**src/rtl/lut_logic_pkg.sv**
```systemverilog
// Package: shared types for the bitwise truth-table logic unit.
// Assumes bit 0 of every data vector is the least significant bit.
package lut_logic_pkg;

    // Operation select encoding.
    typedef enum logic {
        OP_TERN = 1'b0,
        OP_BIN  = 1'b1
    } lut_op_e;

    // Condition field layout, most significant first.
    typedef struct packed {
        logic lt;
        logic gt;
        logic eq;
        logic so;
    } cr_field_t;

    localparam int TERN_TBL_W = 8;
    localparam int BIN_TBL_W  = 4;
    localparam int BIN_HALVES = 2;

endpackage

```
**src/rtl/lut_tern_array.sv**
```systemverilog
// Module: lut_tern_array
// Per-bit three-input lookup. Each result bit picks one of the eight
// table bits, indexed by {old destination, first source, second source}.
// Purely combinational; assumes the table is TBL_W = 8 bits wide.
module lut_tern_array #(
    parameter int WIDTH = 64,
    parameter int TBL_W = 8
) (
    input  logic [WIDTH-1:0] rt_i,
    input  logic [WIDTH-1:0] ra_i,
    input  logic [WIDTH-1:0] rb_i,
    input  logic [TBL_W-1:0] tbl_i,
    output logic [WIDTH-1:0] res_o
);
    localparam int IDX_W = $clog2(TBL_W);

    for (genvar g = 0; g < WIDTH; g++) begin : g_bit
        logic [IDX_W-1:0] idx;
        // Form the three-bit table index for this bit position.
        always_comb idx = {rt_i[g], ra_i[g], rb_i[g]};
        // Select the table entry.
        always_comb res_o[g] = tbl_i[idx];
    end

endmodule

```
**src/rtl/lut_bin_array.sv**
```systemverilog
// Module: lut_bin_array
// Per-bit two-input lookup whose 4-bit table is one nibble of a
// register value. The nibble is chosen by a half-select; the source
// window is the low HALVES*TBL_W bits of that register.
// Purely combinational.
module lut_bin_array #(
    parameter int WIDTH  = 64,
    parameter int TBL_W  = 4,
    parameter int HALVES = 2
) (
    input  logic [WIDTH-1:0]        ra_i,
    input  logic [WIDTH-1:0]        rb_i,
    input  logic [HALVES*TBL_W-1:0] tbl_src_i,
    input  logic [$clog2(HALVES)-1:0] half_i,
    output logic [WIDTH-1:0]        res_o
);
    localparam int IDX_W = $clog2(TBL_W);

    logic [TBL_W-1:0] nib [HALVES];
    logic [TBL_W-1:0] tbl;

    for (genvar h = 0; h < HALVES; h++) begin : g_half
        // Slice out each candidate nibble.
        always_comb nib[h] = tbl_src_i[h*TBL_W +: TBL_W];
    end

    // Choose the active table nibble.
    always_comb tbl = nib[half_i];

    for (genvar g = 0; g < WIDTH; g++) begin : g_bit
        logic [IDX_W-1:0] idx;
        // Form the two-bit index for this bit position.
        always_comb idx = {ra_i[g], rb_i[g]};
        // Select the table entry.
        always_comb res_o[g] = tbl[idx];
    end

endmodule

```
**src/rtl/lut_cr_flags.sv**
```systemverilog
// Module: lut_cr_flags
// Derives the condition field from a result: signed compare with zero
// plus a pass-through summary-overflow bit. Combinational.
module lut_cr_flags
    import lut_logic_pkg::*;
#(
    parameter int WIDTH = 64
) (
    input  logic [WIDTH-1:0] val_i,
    input  logic             so_i,
    output cr_field_t        flags_o
);
    logic is_zero;

    // Zero detect over the whole word.
    always_comb is_zero = (val_i == '0);

    // Assemble the flags from sign and zero detect.
    always_comb begin
        flags_o.lt = val_i[WIDTH-1];
        flags_o.gt = !val_i[WIDTH-1] && !is_zero;
        flags_o.eq = is_zero;
        flags_o.so = so_i;
    end

endmodule

```
**src/rtl/lut_logic_unit.sv**
```systemverilog
// Module: lut_logic_unit (top)
// Bitwise truth-table execution unit. The ternary form looks up an
// 8-bit immediate table with {old RT, RA, RB}; the binary form looks up
// a nibble of RC with {RA, RB}. The result and the optional condition
// field update are registered one cycle after the strobe.
// Assumes operands are presented already read and stable with in_valid.
module lut_logic_unit
    import lut_logic_pkg::*;
#(
    parameter int WIDTH = 64
) (
    input  logic             clk,
    input  logic             rst_n,
    input  logic             in_valid,
    input  logic             op_sel,
    input  logic [WIDTH-1:0] rt_val,
    input  logic [WIDTH-1:0] ra_val,
    input  logic [WIDTH-1:0] rb_val,
    input  logic [WIDTH-1:0] rc_val,
    input  logic [7:0]       tbl_imm,
    input  logic             nh,
    input  logic             rec,
    input  logic             so_in,
    output logic             out_valid,
    output logic [WIDTH-1:0] result,
    output logic             cr0_we,
    output logic [3:0]       cr0
);
    localparam int SRC_W = BIN_HALVES * BIN_TBL_W;

    lut_op_e          op;
    logic [WIDTH-1:0] tern_res;
    logic [WIDTH-1:0] bin_res;
    logic [WIDTH-1:0] next_res;
    cr_field_t        next_flags;
    logic             do_record;
    logic             unused_rc_hi;

    // Decode the operation select.
    always_comb op = lut_op_e'(op_sel);

    // Table register bits above the two nibbles play no part.
    always_comb unused_rc_hi = ^rc_val[WIDTH-1:SRC_W];

    lut_tern_array #(
        .WIDTH (WIDTH),
        .TBL_W (TERN_TBL_W)
    ) u_tern (
        .rt_i  (rt_val),
        .ra_i  (ra_val),
        .rb_i  (rb_val),
        .tbl_i (tbl_imm),
        .res_o (tern_res)
    );

    lut_bin_array #(
        .WIDTH  (WIDTH),
        .TBL_W  (BIN_TBL_W),
        .HALVES (BIN_HALVES)
    ) u_bin (
        .ra_i      (ra_val),
        .rb_i      (rb_val),
        .tbl_src_i (rc_val[SRC_W-1:0]),
        .half_i    (nh),
        .res_o     (bin_res)
    );

    // Pick the result of the selected operation.
    always_comb next_res = (op == OP_TERN) ? tern_res : bin_res;

    lut_cr_flags #(
        .WIDTH (WIDTH)
    ) u_flags (
        .val_i   (tern_res),
        .so_i    (so_in),
        .flags_o (next_flags)
    );

    // Only a recorded ternary operation updates the condition field.
    always_comb do_record = in_valid && (op == OP_TERN) && rec;

    // Result register: loads on a strobe, holds otherwise.
    always_ff @(posedge clk) begin
        if (!rst_n) begin
            result <= '0;
        end else if (in_valid) begin
            result <= next_res;
        end
    end

    // Valid and condition-field registers: one-cycle pulses.
    always_ff @(posedge clk) begin
        if (!rst_n) begin
            out_valid <= 1'b0;
            cr0_we    <= 1'b0;
            cr0       <= '0;
        end else begin
            out_valid <= in_valid;
            cr0_we    <= do_record;
            cr0       <= do_record ? next_flags : '0;
        end
    end

endmodule

```
**config.mk**
```make
export PLATFORM = sky130hd
export DESIGN_NAME = lut_logic_unit
export DESIGN_NICKNAME = d
export VERILOG_FILES = /design/src/rtl/lut_logic_pkg.sv /design/src/rtl/lut_tern_array.sv /design/src/rtl/lut_bin_array.sv /design/src/rtl/lut_cr_flags.sv /design/src/rtl/lut_logic_unit.sv
export SDC_FILE = /design/constraint.sdc
export NUM_CORES = 1
export LEC_CHECK = 0
export ABC_CLOCK_PERIOD_IN_PS = 1900
export CORE_ASPECT_RATIO = 0.75
export CORE_MARGIN = 2
export CORE_UTILIZATION = 40
export CTS_BUF_LIST = sky130_fd_sc_hd__clkbuf_8
export DETAILED_ROUTE_END_ITERATION = 10
export PLACE_DENSITY = 0.77
export SLEW_MARGIN = 20
export SYNTH_ARGS = -nofsm -noshare
export SYNTH_HDL_FRONTEND = slang
export SYNTH_SLANG_ARGS = --single-unit
```
**constraint.sdc**
```tcl
create_clock -name clk -period 1.9 [get_ports clk]
set_input_delay 0.285 -clock clk [delete_from_list [all_inputs] [get_ports clk]]
set_output_delay 0.285 -clock clk [all_outputs]
set_load 0.05 [all_outputs]
```
==> results of run 1 <==
[logic make-up (layout without fill, tap and decap cells)]
kind of cell	Yosys count	in the layout	share of synthesized area
AO/OA/AOI/OAI	64	64	0.03654
multiplexers	324	324	0.6523
AND/OR/NAND/NOR	155	155	0.09191
other	0	6	0
flip-flops	70	70	0.1598
buffers and inverters	109	513	0.05937
[per-stage QoR]
step	worst slack, ns	total power (µW)
CTS	-0.1939	6816
global placement	-1.020	5109
finish	-0.1972	6905
floorplan	0.0006873	3621
global route	-0.2489	7180
detailed placement	-1.034	5175
[report_power, final]
group          internal [µW]  switching (µW)
Sequential              1580            73.9
Combinational           2040            1760
Clock                    771             672
[how the worst max path moves through the flow]
stage               start  endpoint  slack, ns  depth (start not counted)
3_5_place_dp   rb_val[31]    cr0[2]      -1.03                          7
4_1_cts        tbl_imm[1]    cr0[2]      -0.19                         10
2_1_floorplan  tbl_imm[5]    cr0[2]     0.0007                          8
3_3_place_gp   rb_val[31]    cr0[2]      -1.02                          7
6_report       tbl_imm[1]    cr0[2]      -0.20                         10
5_1_grt        rb_val[41]    cr0[2]      -0.25                          7
[registers in the layout, indices dropped and copies added (netlist names)]
| signal | flops |
|---|---|
| out_valid | 1 |
| cr0_we | 1 |
| cr0 | 4 |
| result | 64 |
[layer usage]
| layer | up-vias | global-route usage | wire (µm) |
|---|---|---|---|
| met1 | 4428 | 0.4194 | 14320 |
| met3 | 68 | 0.09400 | 4518 |
| met5 | - | 0 | 12 |
| met2 | 600 | 0.4941 | 17300 |
| met4 | 2 | 0.07639 | 797 |
| li1 | 3724 | - | - |
[placed cells by master, fill, tap and decap left out, types with 2 or more instances in the layout]
| cell | instances |
|---|---|
| sky130_fd_sc_hd__and2_1 | 2 |
| sky130_fd_sc_hd__buf_12 | 28 |
| sky130_fd_sc_hd__buf_4 | 182 |
| sky130_fd_sc_hd__buf_6 | 15 |
| sky130_fd_sc_hd__buf_8 | 8 |
| sky130_fd_sc_hd__bufbuf_16 | 4 |
| sky130_fd_sc_hd__bufinv_16 | 2 |
| sky130_fd_sc_hd__clkbuf_16 | 4 |
| sky130_fd_sc_hd__clkbuf_8 | 10 |
| sky130_fd_sc_hd__clkdlybuf4s15_1 | 6 |
| sky130_fd_sc_hd__clkdlybuf4s50_1 | 190 |
| sky130_fd_sc_hd__clkinv_2 | 2 |
| sky130_fd_sc_hd__clkinvlp_4 | 2 |
| sky130_fd_sc_hd__dfxtp_1 | 70 |
| sky130_fd_sc_hd__diode_2 | 6 |
| sky130_fd_sc_hd__dlygate4sd2_1 | 43 |
| sky130_fd_sc_hd__dlymetal6s2s_1 | 13 |
| sky130_fd_sc_hd__mux2_2 | 2 |
| sky130_fd_sc_hd__mux2_4 | 2 |
| sky130_fd_sc_hd__mux2i_1 | 94 |
| sky130_fd_sc_hd__mux2i_2 | 29 |
| sky130_fd_sc_hd__mux2i_4 | 5 |
| sky130_fd_sc_hd__mux4_1 | 10 |
| sky130_fd_sc_hd__mux4_2 | 182 |
| sky130_fd_sc_hd__nand2_1 | 64 |
| sky130_fd_sc_hd__nand4_1 | 17 |
| sky130_fd_sc_hd__nor2_1 | 2 |
| sky130_fd_sc_hd__nor2b_1 | 64 |
| sky130_fd_sc_hd__nor4_1 | 2 |
| sky130_fd_sc_hd__o21ai_0 | 61 |
| sky130_fd_sc_hd__o21ai_1 | 2 |
[critical path, delay by kind of cell]
kind	cells	cell delay [ns]
mux	2	0.66
buf+inv	4	0.50
simple gates	4	0.92
[final cells by class]
cell class,count,area [µm²]
Fill cell,1576,7289
Multi-Input combinational cell,543,7018
Timing Repair Buffer,496,4985
Sequential cell,70,1401
Tap cell,288,360.3
Clock buffer,10,137.6
Clock inverter,6,85.08
Antenna cell,6,15.01
Inverter,1,3.754
[repair_timing]
| item | in CTS | in global routing |
|---|---|---|
| pin swaps | 16 | 9 |
| endpoints found under the setup margin | 66 | 19 |
| setup buffers | 27 | 7 |
| gates resized for setup | 118 | 51 |
| cloned | 5 | 4 |
==> flow_results.xml, run 1 <==
<?xml version="1.0" encoding="UTF-8"?>
<metrics>
  <group name="synthesis">
    <metric name="syn_area" unit="µm²">8767</metric>
    <metric name="synth-edff-count" unit="">0</metric>
    <metric name="synth-warning-count" unit="">0</metric>
    <metric name="unique_masters_post_synth" unit="">21</metric>
    <metric name="synth_top_cell_by_area" unit="">sky130_fd_sc_hd__mux4_2</metric>
    <metric name="synth_nets" unit="">993</metric>
    <metric name="synthDominantCellAreaShare" unit="">0.4547</metric>
    <metric name="postSynth.asyncResetShare" unit="">0</metric>
    <metric name="seq_area_frac_synth" unit="">0.1598</metric>
    <metric name="synth.most_common_cell" unit="">sky130_fd_sc_hd__mux4_2</metric>
    <metric name="most_instantiated_cells_after_synthesis" unit="">sky130_fd_sc_hd__mux4_2 (177), sky130_fd_sc_hd__mux2i_1 (127), sky130_fd_sc_hd__clkbuf_1 (71)</metric>
    <metric name="syn_avg_cell_area" unit="µm²">12.14</metric>
    <metric name="yosys_most_used_dff" unit="">sky130_fd_sc_hd__dfxtp_1</metric>
    <metric name="ys_ff_latch" unit="">70</metric>
    <metric name="gate_count_after_technology_mapping" unit="">722</metric>
    <metric name="yosys-top-cells-area" unit="">sky130_fd_sc_hd__mux4_2 (45%), sky130_fd_sc_hd__dfxtp_1 (16%), sky130_fd_sc_hd__mux2i_1 (14%)</metric>
  </group>
  <group name="critical_path">
    <metric name="critPathRequiredTime" unit="ns">2.18</metric>
    <metric name="critical-path-top-cell-by-count" unit="">sky130_fd_sc_hd__nand4_1</metric>
    <metric name="critical_path_arrival" unit="ns">2.37</metric>
    <metric name="critical_path_class" unit="">input port to register</metric>
    <metric name="type_of_destination_of_the_critical_path" unit="">register</metric>
    <metric name="worstPathCellList" unit="">buf_8 &gt; buf_12 &gt; buf_6 &gt; buf_4 &gt; mux4_2 &gt; mux2i_1 &gt; nand4_1 &gt; nor4_1 &gt; nand4_1 &gt; and3_1</metric>
    <metric name="crit_slowest_cell" unit="">sky130_fd_sc_hd__mux4_2</metric>
    <metric name="cp-start-kind" unit="">input port</metric>
    <metric name="largest_fanout_on_the_critical_path" unit="">6</metric>
    <metric name="r2r-end" unit="">result[37]</metric>
    <metric name="worst_path_largest_cell_delay" unit="ns">0.44</metric>
    <metric name="setup.reg_to_reg.worst_slack" unit="ns">1.22</metric>
    <metric name="r2r.worst_path.cells" unit="">2</metric>
    <metric name="reg2reg_from" unit="">result[37]</metric>
  </group>
  <group name="timing">
    <metric name="period_share" unit="">1.104</metric>
    <metric name="timing.max_slew.rel_slack" unit="">0.5743</metric>
    <metric name="worst_slack" unit="ns">-0.1972</metric>
    <metric name="setup_repair_after_global_routing_missed_its_margin" unit="">true</metric>
    <metric name="max_slew.worst_pin.slew" unit="ns">0.6386</metric>
    <metric name="hold_viol" unit="">0</metric>
    <metric name="tns" unit="ns">-0.3298</metric>
    <metric name="achievable-frequency" unit="MHz">476.8</metric>
    <metric name="report.final.setup_viol" unit="">2</metric>
    <metric name="final.min_clock_period" unit="ns">2.097</metric>
    <metric name="whs" unit="ns">0.1808</metric>
    <metric name="worst_clock_skew" unit="ns">0</metric>
    <metric name="max_slew_violations" unit="">0</metric>
  </group>
  <group name="clock_network">
    <metric name="clock_tree.htree_level_count" unit="">3</metric>
    <metric name="cts-root-to-sink-buffers" unit="">2</metric>
    <metric name="cts_sinks" unit="">70</metric>
    <metric name="cts_clock_pin_slew_for_the_worst_setup_and_hold_paths" unit="ns">0.09</metric>
    <metric name="insertion_delay_to_the_later_sink_of_the_worst_skew_pair" unit="ns">0.37</metric>
    <metric name="cts.root.buffer_cell" unit="">sky130_fd_sc_hd__clkbuf_8</metric>
    <metric name="clock_tree_from_tritoncts" unit="">yes</metric>
    <metric name="cts_hold_repair.buffers" unit="">0</metric>
    <metric name="cts_inserted_buffers" unit="">9</metric>
  </group>
  <group name="hold_path">
    <metric name="min_path_cells" unit="">2</metric>
    <metric name="min-delay-path-class" unit="">input port to register</metric>
    <metric name="min_to" unit="">out_valid</metric>
    <metric name="hp-start" unit="">rst_n</metric>
  </group>
  <group name="power">
    <metric name="leakage" unit="µW">0.005683</metric>
    <metric name="vdd_drop_max" unit="µV">329.8</metric>
    <metric name="power.density_cell_area" unit="nW/µm²">493.0</metric>
  </group>
  <group name="grt">
    <metric name="antenna_violations_before_repair" unit="">6</metric>
    <metric name="globalRouteOverflowTotal" unit="">0</metric>
    <metric name="first_global_vias" unit="">8779</metric>
    <metric name="global_route_wire_length_before_repair" unit="µm">54400</metric>
    <metric name="pin_count_of_the_biggest_net_entering_global_routing" unit="">89</metric>
    <metric name="globalRouteTotalUtil" unit="">0.3112</metric>
  </group>
  <group name="floorplan">
    <metric name="dieWidth" unit="µm">175.0</metric>
    <metric name="num_io_pins" unit="">341</metric>
    <metric name="std_cell_rows" unit="">46</metric>
    <metric name="die_y" unit="µm">132.2</metric>
    <metric name="floorplan.die_area" unit="µm²">23130</metric>
    <metric name="floorplan.initialDensity" unit="">0.4117</metric>
    <metric name="core_area" unit="µm²">21300</metric>
  </group>
  <group name="routing">
    <metric name="routed_wl" unit="µm">36950</metric>
    <metric name="antenna_left" unit="">0</metric>
    <metric name="iter_0_drt_violations" unit="">782</metric>
    <metric name="routed_via_density" unit="">6.213</metric>
    <metric name="drtPass1Iterations" unit="">5</metric>
    <metric name="detail_routed_net_length_per_standard_cell" unit="µm">26.02</metric>
    <metric name="detailed_route_via_count" unit="">8822</metric>
    <metric name="post-route-drc-count" unit="">0</metric>
  </group>
  <group name="run">
    <metric name="max_capacitance_violation_count" unit="">0</metric>
  </group>
  <group name="final_layout">
    <metric name="area_delta_synth_final" unit="%">59.75</metric>
    <metric name="fin_nets" unit="">1392</metric>
    <metric name="layout.cells.non_filler" unit="">1420</metric>
    <metric name="design_area" unit="µm²">14010</metric>
    <metric name="layout-drive-gt1-share" unit="">0.4290</metric>
    <metric name="final_core_utilization" unit="">0.6577</metric>
  </group>
  <group name="place">
    <metric name="numPlacedInstances" unit="">1358</metric>
    <metric name="post_dp_cell_area" unit="µm²">12960</metric>
    <metric name="io_buffers" unit="">284</metric>
    <metric name="hpwlAfterDp" unit="µm">24470</metric>
    <metric name="weighted_congestion_reported_at_the_end_of_routability_driven_placement" unit="">0.8481</metric>
  </group>
  <group name="outcome">
    <metric name="status" unit="">finished, violations left</metric>
    <metric name="violations_in_the_final_reports" unit="">setup timing</metric>
  </group>
</metrics>
Power figures use the tool's default switching activity.
==> inputs of run 2 (changes only) <==
--- a/config.mk
+++ b/config.mk
@@ -13,2 +13,3 @@
 export DETAILED_ROUTE_END_ITERATION = 10
+export HOLD_SLACK_MARGIN = 0.1
 export PLACE_DENSITY = 0.77
==> constraint.sdc (replaced) <==
create_clock -name clk -period 1.9 [get_ports clk]
set_input_delay 0.57 -clock clk [delete_from_list [all_inputs] [get_ports clk]]
set_output_delay 0.57 -clock clk [all_outputs]
set_load 0.05 [all_outputs]
==> run 2 against run 1 <==
  * The flow still finishes with violations (setup timing)
  * Highest routed layer is now met4
  * Largest power group unchanged
  * Cell count rose by 6.5%
  * Sequential cell count stayed put
  * Global-route usage grew 3.7 points
  * Sequential share of layout area down 0.84 points
  * Non-clock buffer count is 88 higher
  * Core utilization rose by 6.0 points
==> flow_results.xml, run 2 (synthesis gave the netlist of run 1 again) <==
<?xml version="1.0" encoding="UTF-8"?>
<metrics>
  <group name="outcome">
    <metric name="status" unit="">finished, violations left</metric>
    <metric name="violations_in_the_final_reports" unit="">setup timing</metric>
  </group>
  <group name="clock_network">
    <metric name="cts_inserted_buffers" unit="">9</metric>
    <metric name="cts_sinks" unit="">70</metric>
    <metric name="insertion_delay_to_the_later_sink_of_the_worst_skew_pair" unit="ns">0.38</metric>
    <metric name="clock_tree_from_tritoncts" unit="">yes</metric>
    <metric name="cts-root-to-sink-buffers" unit="">2</metric>
    <metric name="cts_hold_repair.buffers" unit="">0</metric>
    <metric name="clock_tree.htree_level_count" unit="">3</metric>
    <metric name="cts.root.buffer_cell" unit="">sky130_fd_sc_hd__clkbuf_8</metric>
    <metric name="cts_clock_pin_slew_for_the_worst_setup_and_hold_paths" unit="ns">0.09</metric>
  </group>
  <group name="grt">
    <metric name="global_route_wire_length_before_repair" unit="µm">59750</metric>
    <metric name="globalRouteTotalUtil" unit="">0.3479</metric>
    <metric name="antenna_violations_before_repair" unit="">4</metric>
    <metric name="first_global_vias" unit="">9467</metric>
    <metric name="globalRouteOverflowTotal" unit="">0</metric>
    <metric name="pin_count_of_the_biggest_net_entering_global_routing" unit="">65</metric>
  </group>
  <group name="final_layout">
    <metric name="final_cell_mix" unit="">sky130_fd_sc_hd__buf_4 (282), sky130_fd_sc_hd__mux4_2 (184), sky130_fd_sc_hd__clkdlybuf4s50_1 (125), sky130_fd_sc_hd__mux2i_1 (92), sky130_fd_sc_hd__dfxtp_1 (70)</metric>
    <metric name="area_delta_synth_final" unit="%">74.34</metric>
    <metric name="layout-drive-gt1-share" unit="">0.5534</metric>
    <metric name="biggestRegsByFlops" unit="">result x64, cr0 x4</metric>
    <metric name="fill_cells" unit="">1426</metric>
    <metric name="layout.cells.most_common" unit="">sky130_fd_sc_hd__buf_4</metric>
    <metric name="largest_register_ff_count" unit="">64</metric>
    <metric name="largest_register" unit="">result</metric>
    <metric name="fin_nets" unit="">1484</metric>
    <metric name="layout.cells.non_filler" unit="">1513</metric>
  </group>
  <group name="power">
    <metric name="vdd_drop_max" unit="µV">329.1</metric>
    <metric name="power.density_cell_area" unit="nW/µm²">483.6</metric>
    <metric name="leakage" unit="µW">0.006389</metric>
    <metric name="total_power_after_layout" unit="µW">7391</metric>
  </group>
  <group name="critical_path">
    <metric name="worst_path_largest_cell_delay" unit="ns">0.47</metric>
    <metric name="largest_fanout_on_the_critical_path" unit="">8</metric>
    <metric name="critical_path_class" unit="">input port to register</metric>
    <metric name="cp-start-kind" unit="">input port</metric>
    <metric name="crit_slowest_cell" unit="">sky130_fd_sc_hd__mux4_2</metric>
    <metric name="worstPathCellList" unit="">buf_12 &gt; buf_12 &gt; buf_4 &gt; mux4_2 &gt; mux2i_2 &gt; nand4_1 &gt; nor4_1 &gt; nand4_1 &gt; and3_1</metric>
    <metric name="critPathRequiredTime" unit="ns">2.19</metric>
    <metric name="critical_path_arrival" unit="ns">2.72</metric>
    <metric name="r2r.worst_path.cells" unit="">2</metric>
    <metric name="type_of_destination_of_the_critical_path" unit="">register</metric>
  </group>
  <group name="routing">
    <metric name="wire_length_on_met1" unit="µm">15980</metric>
    <metric name="antenna_left" unit="">0</metric>
    <metric name="detail_routed_net_length_per_standard_cell" unit="µm">28.67</metric>
    <metric name="met3_length" unit="µm">5494</metric>
    <metric name="dr_wl_met2" unit="µm">20120</metric>
    <metric name="post-route-drc-count" unit="">0</metric>
    <metric name="drtPass1Iterations" unit="">5</metric>
    <metric name="routed_wl" unit="µm">43370</metric>
    <metric name="routed_via_density" unit="">6.389</metric>
    <metric name="detailed_route_via_count" unit="">9666</metric>
    <metric name="top_layer" unit="">met4</metric>
    <metric name="iter_0_drt_violations" unit="">1019</metric>
  </group>
  <group name="place">
    <metric name="weighted_congestion_reported_at_the_end_of_routability_driven_placement" unit="">0.8766</metric>
    <metric name="place_worst_setup_slack" unit="ns">-1.350</metric>
    <metric name="io_buffers" unit="">284</metric>
    <metric name="hpwlAfterDp" unit="µm">25660</metric>
    <metric name="numPlacedInstances" unit="">1404</metric>
  </group>
  <group name="hold_path">
    <metric name="min_path_cells" unit="">2</metric>
    <metric name="min-delay-path-class" unit="">input port to register</metric>
  </group>
  <group name="floorplan">
    <metric name="floorplan.initialDensity" unit="">0.4117</metric>
    <metric name="dieWidth" unit="µm">175.0</metric>
    <metric name="floorplan.die_area" unit="µm²">23130</metric>
    <metric name="die_y" unit="µm">132.2</metric>
    <metric name="std_cell_rows" unit="">46</metric>
    <metric name="num_io_pins" unit="">341</metric>
    <metric name="core_area" unit="µm²">21300</metric>
  </group>
  <group name="timing">
    <metric name="hold_viol" unit="">0</metric>
    <metric name="worst_clock_skew" unit="ns">0</metric>
    <metric name="max_slew.worst_pin.slew" unit="ns">0.6811</metric>
    <metric name="achievable-frequency" unit="MHz">410.5</metric>
    <metric name="period_share" unit="">1.282</metric>
    <metric name="setup_repair_after_global_routing_missed_its_margin" unit="">true</metric>
    <metric name="worst_slack" unit="ns">-0.5359</metric>
    <metric name="max_slew_violations" unit="">0</metric>
    <metric name="report.final.setup_viol" unit="">35</metric>
    <metric name="timing.max_slew.rel_slack" unit="">0.5460</metric>
    <metric name="final.min_clock_period" unit="ns">2.436</metric>
  </group>
  <group name="run">
    <metric name="max_capacitance_violation_count" unit="">0</metric>
  </group>
</metrics>
## run 2: layout make-up
class | count | area [µm²] | share of cell area
Multi-Input combinational cell | 547 | 7284 | 0.4766
Timing Repair Buffer | 584 | 6050 | 0.3958
Sequential cell | 70 | 1401 | 0.09168
Tap cell | 288 | 360.3 | 0.02358
Clock buffer | 10 | 137.6 | 0.009005
Clock inverter | 6 | 30.03 | 0.001965
Antenna cell | 7 | 17.52 | 0.001146
Inverter | 1 | 3.754 | 0.0002456
## run 2: power breakdown
| part | internal, µW | leakage (µW) | switching (µW) |
|---|---|---|---|
| logic | 2450 | 0.00572 | 2100 |
| clock network | 495 | 0.0000945 | 680 |
| registers | 1580 | 0.000576 | 83.4 |
## run 2: final timing paths
check                           startpoint          to  slack, ns
worst max-delay path            tbl_imm[7]      cr0[2]      -0.54
worst min-delay path                 rst_n   out_valid       0.45
worst max register to register  result[17]  result[17]       1.20
worst min register to register  result[20]  result[20]       0.52
## run 2: metal layers
layer	vias to the layer above	track usage
li1	3933	-
met1	4812	0.4547
met2	761	0.5628
met3	160	0.09314
met4	0	0.1171
met5	-	0
## run 2: what timing repair did
item                                    in CTS  in global routing
resized for setup                          228                 69
setup buffers                               38                 15
pin swaps                                   35                 21
cloned                                      28                 14
endpoints found under the setup margin      66                 48
endpoints found under the hold margin        0                  0
## run 2: worst max-delay path: cells and delay by family
family        cells  cell delay [ns]
buf+inv           3             0.42
mux               2             0.69
simple gates      4             1.03
## run 2: through the flow
stage | area (µm²) | hold WS [ns] | setup TNS [ns] | utilization
6_report | 15280 | 0.4484 | -2.225 | 0.7177
5_1_grt | 15270 | 0.4385 | -3.839 | 0.7172
4_1_cts | 14890 | 0.4395 | -1.919 | 0.6990
3_5_place_dp | 13280 | 0.5083 | -53.31 | 0.6234
3_3_place_gp | 13280 | 0.4975 | -50.82 | 0.6234
2_1_floorplan | 8991 | 0.6917 | -2.445 | -
